$ cat config.mk
export PLATFORM = sky130hd
export DESIGN_NAME = dual_dptr_unit
export DESIGN_NICKNAME = d
export VERILOG_FILES = /design/src/rtl/dptr_pkg.sv /design/src/rtl/dptr_ctrl.sv /design/src/rtl/dptr_reg.sv /design/src/rtl/dual_dptr_unit.sv
export SDC_FILE = /design/constraint.sdc
export NUM_CORES = 1
export LEC_CHECK = 0
export BUFFER_PORTS_ARGS = -buffer_cell sky130_fd_sc_hd__buf_2
export CORE_UTILIZATION = 40
export CTS_CLUSTER_DIAMETER = 200
export DETAILED_ROUTE_END_ITERATION = 10
export GPL_TIMING_DRIVEN = 0
export PLACE_DENSITY = 0.69
export SETUP_SLACK_MARGIN = 0.4
export SKIP_CTS_REPAIR_TIMING = 1
export SLEW_MARGIN = 25
export SYNTH_ARGS = -nofsm -noshare
export SYNTH_HDL_FRONTEND = slang
export SYNTH_HIERARCHICAL = 1
export SYNTH_SLANG_ARGS = --single-unit
$ cat constraint.sdc
create_clock -name clk -period 6.8 [get_ports clk]
set_input_delay 1.36 -clock clk [delete_from_list [all_inputs] [get_ports clk]]
set_output_delay 1.36 -clock clk [all_outputs]
set_load 0.05 [all_outputs]
$ cat src/rtl/dptr_pkg.sv
package dptr_pkg;
    localparam int DW   = 8;
    localparam int PW   = 2 * DW;
    localparam int AW   = 3;
    localparam int NPTR = 2;

    typedef logic [PW-1:0] ptr_t;

    typedef struct packed {
        logic       dir_b;
        logic       dir_a;
        logic       tog_en;
        logic       step_en;
        logic [2:0] rsvd;
        logic       sel;
    } ctrl_t;

    localparam logic [AW-1:0] ADDR_CTL = 3'd4;
    localparam logic [DW-1:0] CTL_MASK = 8'hF1;

    function automatic ptr_t step_ptr(ptr_t v, logic down);
        return down ? (v - PW'(1)) : (v + PW'(1));
    endfunction
endpackage

$ cat src/rtl/dptr_ctrl.sv
module dptr_ctrl
    import dptr_pkg::*;
(
    input  logic          clk,
    input  logic          rst,
    input  logic          wr_en,
    input  logic [DW-1:0] wdata,
    input  logic          strobe,
    output ctrl_t         ctl
);
    always_ff @(posedge clk) begin
        if (rst)
            ctl <= '0;
        else if (wr_en)
            ctl <= ctrl_t'(wdata & CTL_MASK);
        else if (strobe && ctl.tog_en)
            ctl.sel <= ~ctl.sel;
    end


    toggle_flip_chk: assert property (@(posedge clk) disable iff (rst)
        strobe && ctl.tog_en && !wr_en |=> ctl.sel != $past(ctl.sel));


    ctl_idle_chk: assert property (@(posedge clk) disable iff (rst)
        !wr_en && !strobe |=> $stable(ctl));
endmodule

$ cat src/rtl/dptr_reg.sv
module dptr_reg
    import dptr_pkg::*;
(
    input  logic          clk,
    input  logic          rst,
    input  logic          wr_lo,
    input  logic          wr_hi,
    input  logic [DW-1:0] wdata,
    input  logic          step,
    input  logic          down,
    output ptr_t          val
);
    always_ff @(posedge clk) begin
        if (rst)
            val <= '0;
        else if (wr_lo || wr_hi) begin
            if (wr_lo) val[DW-1:0]  <= wdata;
            if (wr_hi) val[PW-1:DW] <= wdata;
        end else if (step)
            val <= step_ptr(val, down);
    end


    step_delta_chk: assert property (@(posedge clk) disable iff (rst)
        step && !wr_lo && !wr_hi |=>
            (val - $past(val)) == ($past(down) ? {PW{1'b1}} : PW'(1)));


    wr_keep_other_chk: assert property (@(posedge clk) disable iff (rst)
        wr_lo && !wr_hi |=> val[PW-1:DW] == $past(val[PW-1:DW]));


    ptr_idle_chk: assert property (@(posedge clk) disable iff (rst)
        !wr_lo && !wr_hi && !step |=> $stable(val));
endmodule

$ cat src/rtl/dual_dptr_unit.sv
module dual_dptr_unit
    import dptr_pkg::*;
(
    input  logic          clk,
    input  logic          rst,
    input  logic          reg_wr,
    input  logic [AW-1:0] reg_addr,
    input  logic [DW-1:0] reg_wdata,
    output logic [DW-1:0] reg_rdata,
    input  logic          acc_strobe,
    output logic [PW-1:0] dp_addr
);
    ctrl_t            ctl;
    ptr_t             ptrs [NPTR];
    logic [NPTR-1:0]  dir_vec;

    assign dir_vec = {ctl.dir_b, ctl.dir_a};

    dptr_ctrl u_ctrl (
        .clk    (clk),
        .rst    (rst),
        .wr_en  (reg_wr && (reg_addr == ADDR_CTL)),
        .wdata  (reg_wdata),
        .strobe (acc_strobe),
        .ctl    (ctl)
    );

    for (genvar i = 0; i < NPTR; i++) begin : g_ptr
        localparam logic [AW-1:0] LO_ADDR = AW'(2 * i);
        localparam logic [AW-1:0] HI_ADDR = AW'(2 * i + 1);
        logic wr_lo, wr_hi, step;
        assign wr_lo = reg_wr && (reg_addr == LO_ADDR);
        assign wr_hi = reg_wr && (reg_addr == HI_ADDR);
        assign step  = acc_strobe && ctl.step_en && (ctl.sel == 1'(i));
        dptr_reg u_reg (
            .clk   (clk),
            .rst   (rst),
            .wr_lo (wr_lo),
            .wr_hi (wr_hi),
            .wdata (reg_wdata),
            .step  (step),
            .down  (dir_vec[i]),
            .val   (ptrs[i])
        );
    end

    always_comb begin
        reg_rdata = '0;
        if (reg_addr == ADDR_CTL)
            reg_rdata = ctl;
        else if (reg_addr < AW'(2 * NPTR))
            reg_rdata = reg_addr[0] ? ptrs[reg_addr[AW-1:1]][PW-1:DW]
                                    : ptrs[reg_addr[AW-1:1]][DW-1:0];
    end

    assign dp_addr = ptrs[ctl.sel];


    reset_addr_chk: assert property (@(posedge clk)
        rst |=> dp_addr == '0);


    step_then_swap_chk: assert property (@(posedge clk) disable iff (rst)
        acc_strobe && ctl.step_en && ctl.tog_en && !reg_wr |=>
            dp_addr == $past(ctl.sel ? ptrs[0] : ptrs[1]));
endmodule

==> flow_summary.ini <==
[outcome]
status = finished, final reports clean

[logic_synthesis]
synth-edff-count = 0
syn_inst = 456
async_flop_share_pct = 0
yosys.area.top_type = dfxtp_1
synth_area_leaders = dfxtp_1 (20%), ha_1 (9.6%), mux2_2 (5.6%)
synth_most_common_cell = nor2_1
yosys-top-cells-count = nor2_1 (53), nand2_1 (39), dfxtp_1 (37)
netlist_area_mm2 = 0.00364
synthDistinctLibCells = 52
yosysWarnings = 6
ys_seq_area_share_pct = 20.3
synth-seq-cells = 37
syn_area_per_cell_um2 = 7.99
synth_top_area_share_pct = 20.3
synth_ff_type = dfxtp_1

[placed_design]
io_buffer_count = 38
post-dp-hpwl_mm = 8.67
finalWeightedCongestion = 0.936

[worst_setup_path]
max_stage_delay_ns = 0.50
cp_data_required_time_ns = 5.44
critical_path_class = in -> out
worst_path_max_delay_cell = nor2_1
endpoint_kind = primary output
critPathMaxFanout = 10
crit_start = reg_addr[2]
cp_common_cell = buf_2
start_kind = input pin
crit_arrival_ns = 2.73
timing.rr.start = u_ctrl/ctl[7]$_SDFFE_PP0P_
worstPathCellList = buf_2 -> buf_6 -> nor2_1 -> a221o_1 -> buf_2

[cells_and_area]
nets = 548
drive_gt1_share_pct = 16.9
syn_to_final_growth_pct = 11.5
n_antenna_cell = 0

[floorplanning]
dieArea_mm2 = 0.00949
die_w_um = 97.4
ios = 39
die_h_um = 97.4
core_area_mm2 = 0.00876
rows = 34
start_util_pct = 41.6

[pwr]
cell_internal_pwr_uw = 351
p_comb_share_pct = 24.7
power-per-cell-area_mw_per_mm2 = 129
clock_power_share_pct = 29.8
p_leak_nw = 1.83
p_sw_share_pct = 33.1
p_switching_uw = 174
power_uw = 525
seqPwrFrac_pct = 45.4
vdd_drop_max_mv = 0.0785

[routing]
via_per_inst = 6.13
totalWireLength_mm = 11.2
via_count = 3745
drcViolationCount = 0
postRouteAntennaNets = 0
post_drt_wl_per_cell_um = 18.3
drt_iter0_markers = 273
firstDrtPassIters = 5

[sta]
slew_headroom_pct = 43.2
rsz0062_at_grt = no
layout_min_cycle_time_ns = 4.09
hold_violations = 0
max_freq_mhz = 244
finalSetupViolCount = 0
tightest_slew_ns = 0.851
skew_ns = 0.00554
period_share_pct = 60.2
fin_setup_tns_ns = 0
finalMaxSlewViolations = 0

[clocking]
clk-insertion-delay-late_ns = 0.29
clock-sinks = 37
clock-root-buffer = clkbuf_8
cts_made_buffers = 5
tritoncts = done
clk_pin_slew_worst_paths_ns = 0.07
clock_path_buffers = 2
htree_levels = 2

[min_path]
min_from = g_ptr[0].u_reg/val[2]$_SDFFE_PP0P_
min_path_type = reg -> reg

[global_route]
grt-ovfl-total = 0
antenna_found_initial = 0
grt_pass1_wl_mm = 17.9
grt_pass1_vias = 3571
grt_start_max_net_pins = 20
grt.total_usage_pct = 23.6

[run]
cap_violations = 0
[routing by layer]
layer	share of wire [%]	GRT usage, %
met1	47	34.4
met2	43	35.9
met3	7.9	3.88
met4	1.7	6.00
met5	0	0
[power groups by stage]
stage / clock network, mW / registers (mW) / logic, mW
2_1_floorplan: 0 / 0.237 / 0.0955
3_3_place_gp: 0 / 0.243 / 0.126
3_5_place_dp: 0 / 0.243 / 0.128
4_1_cts: 0.159 / 0.238 / 0.128
5_1_grt: 0.168 / 0.240 / 0.141
6_report: 0.157 / 0.239 / 0.130
[layout make-up]
cell class	instances	area, um2
inverter	15	56.3
multi-input combinational	385	2740
buffer	21	113
clock buffer	7	86.3
fill	871	4700
sequential	37	741
tap	108	135
timing repair buffer	38	190
[logic make-up (layout without fill, tap and decap cells)]
family | Yosys count | in the layout | synth area share (%)
fa+ha+maj | 30 | 30 | 10.7
other cells | 1 | 3 | 0.103
buf+inv | 36 | 81 | 4.64
xor+xnor | 16 | 16 | 3.85
simple gates | 153 | 153 | 20.3
flops | 37 | 37 | 20.3
mux | 38 | 38 | 11.7
compound gates | 145 | 145 | 28.3
[registers in the layout, indices dropped and copies added, names as in the netlist]
signal / flops
g_ptr.u_reg/val: 32
u_ctrl/ctl: 5
[final timing paths]
check / end / slack (ns) / depth (start not counted)
max reg2reg: g_ptr[1].u_reg/val[15]$_SDFFE_PP0P_ / 3.82 / 7
min: g_ptr[0].u_reg/val[2]$_SDFFE_PP0P_ / 0.56 / 2
min reg2reg: g_ptr[0].u_reg/val[2]$_SDFFE_PP0P_ / 0.56 / 2
max: reg_rdata[3] / 2.71 / 5
[stage by stage]
stage / area (um2) / setup slack (ns) / util (%) / hold slack [ns] / cells
after detailed placement: 3980 / 2.74 / 45.4 / 0.550 / 604
after global placement: 3980 / 2.78 / 45.4 / 0.542 / 604
after global routing: 4060 / 2.61 / 46.4 / 0.583 / 611
after floorplan: 3650 / 3.13 / - / 0.494 / 458
final: 4060 / 2.71 / 46.4 / 0.565 / 611
after CTS: 4060 / 2.73 / 46.4 / 0.560 / 611
[worst max-delay path, delay by kind of cell]
| kind | cells | cell delay [ns] |
|---|---|---|
| buf+inv | 3 | 0.58 |
| simple gates | 1 | 0.50 |
| compound gates | 1 | 0.30 |
[cell usage in the layout (no fill, tap or decap), types with 7 or more instances in the layout]
master,n
dfxtp_1,37
a211oi_1,7
nand2_1,39
nand3_1,16
a311oi_1,12
mux2_2,18
a221o_1,9
o21bai_1,8
a21o_1,9
inv_1,15
ha_1,28
clkbuf_1,13
buf_2,40
a21oi_1,30
nor2_1,53
xnor2_1,12
a22oi_1,8
and3_1,12
or3_1,8
o21ai_0,26
mux2i_1,15
(Power assumes the default switching activity.)
